$ cat config.mk
export PLATFORM = sky130hd
export DESIGN_NAME = bidir_sat_shifter
export DESIGN_NICKNAME = d
export VERILOG_FILES = /design/src/rtl/shf_pkg.sv /design/src/rtl/shf_sat_left.sv /design/src/rtl/shf_asr_round.sv /design/src/rtl/shf_lane.sv /design/src/rtl/shf_out_stage.sv /design/src/rtl/bidir_sat_shifter.sv
export SDC_FILE = /design/constraint.sdc
export NUM_CORES = 1
export LEC_CHECK = 0
export BUFFER_PORTS_ARGS = -buffer_cell sky130_fd_sc_hd__buf_2
export CAP_MARGIN = 20
export CORE_MARGIN = 10
export CORE_UTILIZATION = 32
export DETAILED_ROUTE_END_ITERATION = 7
export PLACE_DENSITY = 0.57
export SYNTH_ARGS = -nofsm -noshare
export SYNTH_HDL_FRONTEND = slang
export SYNTH_HIERARCHICAL = 1
export SYNTH_SLANG_ARGS = --single-unit
$ cat constraint.sdc
create_clock -name clk -period 2.2 [get_ports clk]
set_input_delay 0.22 -clock clk [delete_from_list [all_inputs] [get_ports clk]]
set_output_delay 0.22 -clock clk [all_outputs]
set_load 0.1 [all_outputs]
$ cat src/rtl/shf_pkg.sv
package shf_pkg;

    typedef enum logic [2:0] {
        OP_SL16  = 3'd0,
        OP_SR16  = 3'd1,
        OP_SRR16 = 3'd2,
        OP_SL32  = 3'd3,
        OP_SR32  = 3'd4,
        OP_SRR32 = 3'd5
    } shf_op_e;

    typedef enum logic {
        ST_EMPTY  = 1'b0,
        ST_LOADED = 1'b1
    } stage_state_e;

endpackage

$ cat src/rtl/shf_sat_left.sv
module shf_sat_left #(
    parameter int W     = 16,
    parameter int AMT_W = 17
) (
    input  logic [W-1:0]     din,
    input  logic [AMT_W-1:0] amt,
    output logic [W-1:0]     dout,
    output logic             sat
);
    localparam int LW = $clog2(W);

    logic [2*W-1:0] ext;
    logic           big;
    logic           fits;

    always_comb begin
        big  = (amt >= AMT_W'(W));
        ext  = {{W{din[W-1]}}, din} << amt[LW-1:0];
        if (big) begin
            fits = (din == '0);
        end else begin
            fits = (ext[2*W-1:W-1] == {(W+1){ext[W-1]}});
        end
        sat = !fits;
        if (!fits) begin
            dout = din[W-1] ? {1'b1, {(W-1){1'b0}}} : {1'b0, {(W-1){1'b1}}};
        end else if (big) begin
            dout = '0;
        end else begin
            dout = ext[W-1:0];
        end
    end

endmodule

$ cat src/rtl/shf_asr_round.sv
module shf_asr_round #(
    parameter int W     = 16,
    parameter int AMT_W = 17
) (
    input  logic [W-1:0]     din,
    input  logic [AMT_W-1:0] amt,
    input  logic             round_en,
    output logic [W-1:0]     dout
);
    localparam int LW = $clog2(W);

    logic signed [W-1:0] shifted;
    logic [LW-1:0]       idx;
    logic                rbit;

    always_comb begin
        idx = amt[LW-1:0] - LW'(1);
        if (amt >= AMT_W'(W-1)) begin
            shifted = {W{din[W-1]}};
        end else begin
            shifted = $signed(din) >>> amt[LW-1:0];
        end
        rbit = round_en && (amt != '0) && (amt < AMT_W'(W)) && din[idx];
        if (round_en && (amt >= AMT_W'(W))) begin
            dout = '0;
        end else begin
            dout = W'(shifted) + W'(rbit);
        end
    end

endmodule

$ cat src/rtl/shf_lane.sv
module shf_lane #(
    parameter int W     = 16,
    parameter int AMT_W = 17
) (
    input  logic [W-1:0]     din,
    input  logic [AMT_W-1:0] amt,
    input  logic             go_left,
    input  logic             round_en,
    output logic [W-1:0]     dout,
    output logic             sat
);
    logic [W-1:0] left_res;
    logic [W-1:0] right_res;
    logic         left_sat;

    shf_sat_left #(.W(W), .AMT_W(AMT_W)) u_left (
        .din  (din),
        .amt  (amt),
        .dout (left_res),
        .sat  (left_sat)
    );

    shf_asr_round #(.W(W), .AMT_W(AMT_W)) u_right (
        .din      (din),
        .amt      (amt),
        .round_en (round_en),
        .dout     (right_res)
    );

    always_comb begin
        dout = go_left ? left_res : right_res;
        sat  = go_left & left_sat;
    end

endmodule

$ cat src/rtl/shf_out_stage.sv
module shf_out_stage
    import shf_pkg::*;
#(
    parameter int DW   = 32,
    parameter int PIPE = 1
) (
    input  logic          clk,
    input  logic          rst_n,
    input  logic          in_valid,
    input  logic [DW-1:0] d_res,
    input  logic          d_ovf,
    output logic          out_valid,
    output logic [DW-1:0] q_res,
    output logic          q_ovf
);
    generate
        if (PIPE != 0) begin : g_reg
            stage_state_e  state_q;
            stage_state_e  state_d;
            logic [DW-1:0] res_q;
            logic          ovf_q;

            always_comb begin
                state_d = state_q;
                unique case (state_q)
                    ST_EMPTY:  if (in_valid)  state_d = ST_LOADED;
                    ST_LOADED: if (!in_valid) state_d = ST_EMPTY;
                    default:                  state_d = ST_EMPTY;
                endcase
            end

            always_ff @(posedge clk or negedge rst_n) begin
                if (!rst_n) state_q <= ST_EMPTY;
                else        state_q <= state_d;
            end

            always_ff @(posedge clk or negedge rst_n) begin
                if (!rst_n) begin
                    res_q <= '0;
                    ovf_q <= 1'b0;
                end else if (in_valid) begin
                    res_q <= d_res;
                    ovf_q <= d_ovf;
                end
            end

            assign out_valid = (state_q == ST_LOADED);
            assign q_res     = res_q;
            assign q_ovf     = ovf_q;

            AST_VALID_FOLLOWS: assert property (@(posedge clk) disable iff (!rst_n)
                in_valid |=> out_valid) else $error("valid not raised");
            AST_VALID_DROPS: assert property (@(posedge clk) disable iff (!rst_n)
                !in_valid |=> !out_valid) else $error("valid not dropped");
            AST_HOLD_IDLE: assert property (@(posedge clk) disable iff (!rst_n)
                !in_valid |=> ($stable(q_res) && $stable(q_ovf))) else $error("held result changed");
        end else begin : g_comb
            assign out_valid = in_valid;
            assign q_res     = d_res;
            assign q_ovf     = d_ovf;
        end
    endgenerate

endmodule

$ cat src/rtl/bidir_sat_shifter.sv
module bidir_sat_shifter
    import shf_pkg::*;
#(
    parameter int NARROW_W = 16,
    parameter int WIDE_W   = 32,
    parameter int CNT_W    = 16,
    parameter int PIPE_OUT = 1
) (
    input  logic              clk,
    input  logic              rst_n,
    input  logic              in_valid,
    input  logic [2:0]        op,
    input  logic [WIDE_W-1:0] operand,
    input  logic [CNT_W-1:0]  count,
    output logic              out_valid,
    output logic [WIDE_W-1:0] result,
    output logic              ovf
);
    localparam int MAG_W = CNT_W + 1;

    logic                is_short;
    logic                is_long;
    logic                base_left;
    logic                rnd_op;
    logic                neg_cnt;
    logic [MAG_W-1:0]    mag;
    logic                go_left;
    logic                round_en;
    logic [NARROW_W-1:0] res_n;
    logic                sat_n;
    logic [WIDE_W-1:0]   res_w;
    logic                sat_w;
    logic [WIDE_W-1:0]   res_c;
    logic                ovf_c;
    logic                src_sign;

    always_comb begin
        is_short  = (op == OP_SL16) || (op == OP_SR16) || (op == OP_SRR16);
        is_long   = (op == OP_SL32) || (op == OP_SR32) || (op == OP_SRR32);
        base_left = (op == OP_SL16) || (op == OP_SL32);
        rnd_op    = (op == OP_SRR16) || (op == OP_SRR32);
        neg_cnt   = count[CNT_W-1];
        mag       = neg_cnt ? (MAG_W'(0) - {1'b1, count}) : {1'b0, count};
        go_left   = base_left ^ neg_cnt;
        round_en  = rnd_op & ~neg_cnt;
    end

    shf_lane #(.W(NARROW_W), .AMT_W(MAG_W)) u_lane_short (
        .din      (operand[NARROW_W-1:0]),
        .amt      (mag),
        .go_left  (go_left),
        .round_en (round_en),
        .dout     (res_n),
        .sat      (sat_n)
    );

    shf_lane #(.W(WIDE_W), .AMT_W(MAG_W)) u_lane_long (
        .din      (operand),
        .amt      (mag),
        .go_left  (go_left),
        .round_en (round_en),
        .dout     (res_w),
        .sat      (sat_w)
    );

    always_comb begin
        if (is_short) begin
            res_c    = {{(WIDE_W-NARROW_W){res_n[NARROW_W-1]}}, res_n};
            ovf_c    = sat_n;
            src_sign = operand[NARROW_W-1];
        end else if (is_long) begin
            res_c    = res_w;
            ovf_c    = sat_w;
            src_sign = operand[WIDE_W-1];
        end else begin
            res_c    = '0;
            ovf_c    = 1'b0;
            src_sign = 1'b0;
        end
    end

    always_comb begin
        AST_SEXT16: assert (!is_short ||
            (res_c[WIDE_W-1:NARROW_W-1] == {(WIDE_W-NARROW_W+1){res_c[NARROW_W-1]}}))
            else $error("short result not sign-extended");
        AST_RESERVED_ZERO: assert (is_short || is_long || (res_c == '0 && !ovf_c))
            else $error("reserved op produced output");
        AST_SAT_SIGN: assert (!ovf_c || (res_c[WIDE_W-1] == src_sign))
            else $error("clamp sign wrong");
        AST_OVF_LEFT_ONLY: assert (!ovf_c || go_left)
            else $error("overflow on right shift");
    end

    shf_out_stage #(.DW(WIDE_W), .PIPE(PIPE_OUT)) u_out (
        .clk       (clk),
        .rst_n     (rst_n),
        .in_valid  (in_valid),
        .d_res     (res_c),
        .d_ovf     (ovf_c),
        .out_valid (out_valid),
        .q_res     (result),
        .q_ovf     (ovf)
    );

endmodule

==> results of run 1 <==
-- logic make-up after synthesis --
| group | share of synthesized area [%] |
|---|---|
| simple gates | 19.59 |
| compound gates | 23.15 |
| xor+xnor | 1.628 |
| buf+inv | 7.936 |
| flops | 6.327 |
| other cells | 0.02789 |
| fa+ha+maj | 0.8374 |
| mux | 40.50 |
-- stage by stage --
stage                     setup WS [ns]  power, W
after floorplan                  -2.590  0.004727
after detailed placement         -2.836  0.007126
after global placement           -2.851  0.007073
after CTS                        -2.324  0.008253
after global routing             -2.551  0.008850
final                            -2.395  0.008474
-- final timing paths --
check | from | endpoint | slack (ns) | cells past startpoint
setup / recovery | count[8] | u_out/q_res[14] | -2.39 | 16
hold / removal | rst_n | u_out/q_res[0] | 0.005 | 1
setup reg to reg | u_out/q_res[9] | u_out/q_res[9] | 1.41 | 1
hold reg to reg | u_out/q_res[31] | u_out/q_res[31] | 0.50 | 1
max in group asynchronous | rst_n | u_out/q_res[26] | 1.73 | 1
min in group clk | in_valid | u_out/out_valid | 0.49 | 2
-- metal layers --
layer,routed length [µm],vias up,share of wire (%),global-route usage [%]
li1,-,7085,-,-
met1,26860,7733,45,31.40
met2,27160,692,45,36.48
met3,3930,108,6.6,1.457
met4,1984,0,3.3,6.624
met5,0,-,0,0
-- what timing repair did --
item                       4_1_cts  5_1_grt
setup buffers                   31       11
cloned                           9        3
gates resized for setup        121       68
setup endpoints to repair       33       33
pin swaps                       36       18
-- flip-flops by register name (all words and copies together) (netlist names) --
| signal | count |
|---|---|
| u_out/q_res | 32 |
| u_out/out_valid | 1 |
| u_out/q_ovf | 1 |
-- layout by cell type (no fill, tap or decap), types with 10 or more instances in the layout --
cell        n
nand2b_1   20
a211oi_1   15
xnor2_1    14
o21ai_0    51
o211ai_1   13
mux2_4     81
a31oi_1    11
nand2_1   135
or4_4      12
nand3_1    23
mux4_1     15
or3_1      12
buf_12     17
nor2_1     70
a21oi_1    57
nor4_1     24
mux2i_1    99
nand4_1    15
o21bai_1   10
inv_1      16
dfrtp_1    34
a22o_1     18
buf_2      82
buf_6      30
a21o_1     25
nor2b_1    17
mux4_2     97
nor3_1     37
mux2_2     51
o21ai_1    20
and2_1     18
buf_4     529
-- critical path: stages --
cell and delay, ns:
buf_6 0.09, or4_4 0.60, o41ai_4 0.36, xnor2_2 0.11, or4_4 0.55, buf_6 0.16
nor3_4 0.19, a21oi_1 0.09, a2111o_1 0.36, or4b_4 0.55, or3b_4 0.43, o31ai_2 0.28
a21oi_2 0.08, mux2_4 0.26, a22o_1 0.17, mux2_4 0.25
-- Yosys cell counts (all sizes together) (34+ instances only) --
cell	n
nand2	142
mux2	136
mux4	112
mux2i	106
buf	79
nor2	77
o21ai	77
clkbuf	71
a21oi	66
nor3	46
nor4	39
dfrtp	34
-- final cells by class --
| cell class | count | area, µm² | share of cell area [%] |
|---|---|---|---|
| repair buffers | 668 | 5285 | 26.82 |
| well taps | 539 | 674.4 | 3.422 |
| clock inverters | 1 | 30.03 | 0.1524 |
| clock buffers | 6 | 138.9 | 0.7047 |
| multi-input cells | 1308 | 12590 | 63.89 |
| inverters | 27 | 137.6 | 0.6983 |
| flip-flops and latches | 34 | 850.8 | 4.317 |
-- where the power goes --
group / internal, W / total (W) / switching [W] / leakage, nW
Clock: 0.000558 / 0.000790 / 0.000232 / 0.0829
Sequential: 0.000730 / 0.000794 / 0.0000641 / 0.426
Combinational: 0.00305 / 0.00689 / 0.00384 / 8.04
==> qor.txt, run 1 <==
WP data required: 2.36 ns
Placeable Area: 41760 µm²
Worst-Skew Late Latency: 0.27 ns
1st-pass router iterations: 6
fillcell total: 3942
final non-filler cell total: 2583
leading area contributor after synthesis: mux4_2
Post-DP Area: 18150 µm²
status: finished, violations left
DRC Markers: 0
crit end category: register
fin worst setup slack: -2.395 ns
Synth Flop Type: dfrtp_1
final setup fails: 33
RSZ-0062 raised after global routing: yes
die height: 225 µm
share of cells above drive strength 1: 53.13%
fmax: 217.6 MHz
Worst-path clk slew: 0.05 ns
#FFs+latches synth: 34
post-route cell area: 19710 µm²
CTS buffer count: 5
synthesized instance count: 1510
post-synth cell types: 117
Yosys warning count: 6
area grow syn2layout: 46.56%
vias in the first global route: 15.10k
post-synthesis sequential area ratio: 6.327%
I/O Buffers: 87
EDFF count, synth: 0
share of the synthesized area in the top cell type: 16.24%
WL/cell: 23.20 µm
Total Wirelength: 59930 µm
syn avg cell area: 8.906 µm²
largest net degree at the start of global routing: 59
setup TNS: -75.24 ns
Setup Crit Path Kind: primary input to register
I/O pin count: 88
Max Fanout on Critical Path: 5
Final Net Count: 2107
CTS tree: built
Tot GR Track Use: 22.49%
clk buf depth: 2
Root Driver: clkbuf_16
Max Clock Skew: 0 ns
Tmin final: 4.595 ns
Final ANT Viol Nets: 0
max-slew violations: 0
antenna violations before repair: 0
Final Hold Fails: 0
fin crit share: 208.9%
Post-DP HPWL: 46120 µm
maximum vdd drop: 0.4247 mV
dpl cells: 2527
FP Rows: 75
Rel. slew slack: 41.68%
Post-synth ARST share: 100.0%
Post-CTS Hold Fix Bufs: 0
synth top area cells: mux4_2 (16%), mux2_4 (7.8%), mux2i_1 (7.8%), dfrtp_1 (6.3%), mux2_2 (5.2%)
ant diodes: 0
power per cell area: 430.0 nW/µm²
post-layout util: 47.20%
Pleak: 8.551 nW
htree depth: 2
total congestion overflow: 0
RD Place Congestion: 0.9558
Starting Density: 32.20%
# clock sinks: 34
Die Wd: 225 µm
DIE AREA: 50630 µm²
via count: 15.62k
startpoint types: primary input
maxcap violations: 0
Vias/cell: 6.046
hold slack: 0.005130 ns
Iteration-0 DRC Markers: 1573
first-pass GRT wire length: 91080 µm
Data arrival, critical path: 4.75 ns
min-delay worst type: primary input to async pin
failing checks: setup timing
Worst Tran Pin Value: 0.8579 ns
synthesized cell area: 13450 µm²
Power figures use the tool's default switching activity.
==> run 2, diff against run 1 <==
--- a/config.mk
+++ b/config.mk
@@ -11,6 +11,7 @@
 export CORE_UTILIZATION = 32
 export DETAILED_ROUTE_END_ITERATION = 7
 export PLACE_DENSITY = 0.57
+export REMOVE_ABC_BUFFERS = 1
 export SYNTH_ARGS = -nofsm -noshare
 export SYNTH_HDL_FRONTEND = slang
 export SYNTH_HIERARCHICAL = 1
==> run 2 against run 1 <==
Compared with the run above:
- the run still ends with setup timing left
- non-clock buffer count up 3
- clock skew unchanged
- register-to-register slack worse by 0.05 ns
- combinational power up 0.7%
- critical path type unchanged
==> qor.txt, run 2 (synthesis gave the netlist of run 1 again) <==
status: finished, violations left
failing checks: setup timing
FP Rows: 75 (unchanged)
max reg flops: 32 (unchanged)
maximum vdd drop: 0.2971 mV (-30%)
Setup Crit Path Kind: primary input to register
first-pass GRT wire length: 93450 µm (+2.6%)
Total Wirelength: 62190 µm (+3.8%)
Pint: 0.004237 W (-2.4%)
Sw Ratio: 49.79% (+1.0 points)
Worst-path clk slew: 0.06 ns (about the same)
Starting Density: 32.20% (unchanged)
via count: 15.75k (+0.82%)
ant diodes: 0 (unchanged)
Post-Place Worst Slack: -3.093 ns (-0.2569 ns)
hold slack: 0.007352 ns (+0.002222 ns)
fillcell total: 3829 (-2.9%)
RD Place Congestion: 0.9824 (+2.8%)
clk buf depth: 2 (unchanged)
fin worst setup slack: -2.504 ns (-0.1092 ns)
Final Hold Fails: 0 (unchanged)
Vias/cell: 6.094 (+0.78%)
largest net degree at the start of global routing: 60 (+1.7%)
most frequent cells in the layout: buf_4 (508), nand2_1 (137), mux2i_1 (100), mux4_2 (97), buf_2 (80)
register share of total power: 9.4% (about the same)
share of cells above drive strength 1: 53.40% (+0.27 points)
post-route cell area: 19960 µm² (+1.3%)
antenna violations before repair: 1 (+1)
Root Driver: clkbuf_16
1st-pass router iterations: 7 (+1)
fin crit share: 213.8% (+5.0 points)
Die Wd: 225 µm (unchanged)
DRC Markers: 0 (unchanged)
area grow syn2layout: 48.44%
Pwr Total: 0.008439 W (-0.42%)
htree depth: 2 (unchanged)
Pleak: 8.614 nW (+0.74%)
Combinational Power Share: 82.2% (+0.9 points)
Post-CTS Hold Fix Bufs: 0 (unchanged)
# clock sinks: 34 (unchanged)
most common cell after layout, fill and taps aside: buf_4
CTS buffer count: 5 (unchanged)
total congestion overflow: 0 (unchanged)
I/O Buffers: 87 (unchanged)
Post-DP HPWL: 46840 µm (+1.6%)
Placeable Area: 41760 µm² (unchanged)
Worst-Skew Late Latency: 0.28 ns (about the same)
Max Clock Skew: 0 ns (unchanged)
Iteration-0 DRC Markers: 1689 (+7.4%)
I/O pin count: 88 (unchanged)
reg-to-reg slack, setup: 1.36 ns (-0.05 ns)
power per cell area: 422.8 nW/µm² (-1.7%)
final setup fails: 33 (unchanged)
WL/cell: 24.07 µm (+3.7%)
Worst Tran Pin Value: 1.028 ns (+0.1697 ns)
startpoint types: primary input
fmax: 212.6 MHz (-2.3%)
crit end category: register
WP data required: 2.36 ns (about the same)
DIE AREA: 50630 µm² (unchanged)
vias in the first global route: 15.41k (+2.1%)
sw power: 0.004202 W (+1.7%)
CTS tree: built
min-delay worst type: primary input to async pin
Clock Power Share: 8.4% (-0.9 points)
Final ANT Viol Nets: 0 (unchanged)
max-slew violations: 0 (unchanged)
Rel. slew slack: 30.03% (-12 points)
RSZ-0062 raised after global routing: yes
Data arrival, critical path: 4.86 ns (+0.11 ns)
die height: 225 µm (unchanged)
Post-DP Area: 17920 µm² (-1.3%)
Max Fanout on Critical Path: 10 (+5)
Tot GR Track Use: 23.25% (+0.76 points)
maxcap violations: 0 (unchanged)
Tmin final: 4.704 ns (+0.1092 ns)
Final Net Count: 2107 (unchanged)
## run 2: cell types whose count changed in the layout (fill, tap and decap cells not counted), sizes merged
cell,change
buf,+4
a311oi,+1
and2,-2
clkinv,+1
clkbuf,+1
bufbuf,-1
bufinv,-1
nand3,-2
## run 2: worst max-delay path, cell delays in order
cell and delay [ns]:
buf_6 0.09, or4_4 0.61, buf_6 0.16, o31ai_4 0.21, xnor2_2 0.11, or4_4 0.59
a2111oi_4 0.36, nor2_2 0.08, nor2_2 0.12, ha_2 0.19, o211ai_1 0.13, or4_4 0.60
buf_4 0.18, buf_16 0.14, a211oi_1 0.29, a311oi_2 0.08, mux2_4 0.28, a21o_1 0.16
mux2_4 0.25
## run 2: power groups by stage
stage                     logic, W  clock network [W]  registers (W)
after floorplan            0.00315                  0        0.00155
after global placement     0.00628                  0       0.000803
after detailed placement   0.00631                  0       0.000804
after CTS                  0.00662           0.000731       0.000796
after global routing       0.00725           0.000746       0.000811
final                      0.00694           0.000709       0.000793
## run 2: repair_timing
action	4_1_cts	5_1_grt
setup endpoints to repair	33	33
gates cloned	8	2
buffers inserted	37	28
pin swaps	40	39
resized for setup	153	110
## run 2: through the flow
stage                     utilization [%]  TNS (ns)  instances
after floorplan                         -   -436.08       1364
after global placement              42.91    -91.37       2510
after detailed placement            42.91    -94.10       2510
after CTS                           46.20    -73.10       2561
after global routing                47.80    -77.72       2584
final                               47.80    -74.82       2584
## run 2: metal layers
metal	vias to the layer above	part of all wire, %	track usage (%)
li1	7085	-	-
met1	7799	43	31.52
met2	759	46	38.34
met3	103	7.4	2.108
met4	0	3.1	7.019
met5	-	0	0
## run 2: area by class of cell
cell class	count	area, µm²	area share, %
inverters	27	111.4	0.5579
clock buffers	7	142.6	0.7146
multi-input cells	1305	12670	63.46
well taps	539	674.4	3.378
flip-flops and latches	34	850.8	4.262
clock inverters	1	5.005	0.02507
repair buffers	671	5510	27.60
## run 2: final timing paths
kind	start	to	cells after the start
hold reg to reg	u_out/q_res[16]	u_out/q_res[16]	1
hold / removal	rst_n	u_out/q_res[7]	1
max in group asynchronous	rst_n	u_out/q_res[24]	1
setup / recovery	count[8]	u_out/q_res[18]	19
min in group clk	in_valid	u_out/out_valid	2
setup reg to reg	u_out/q_res[2]	u_out/q_res[2]	1
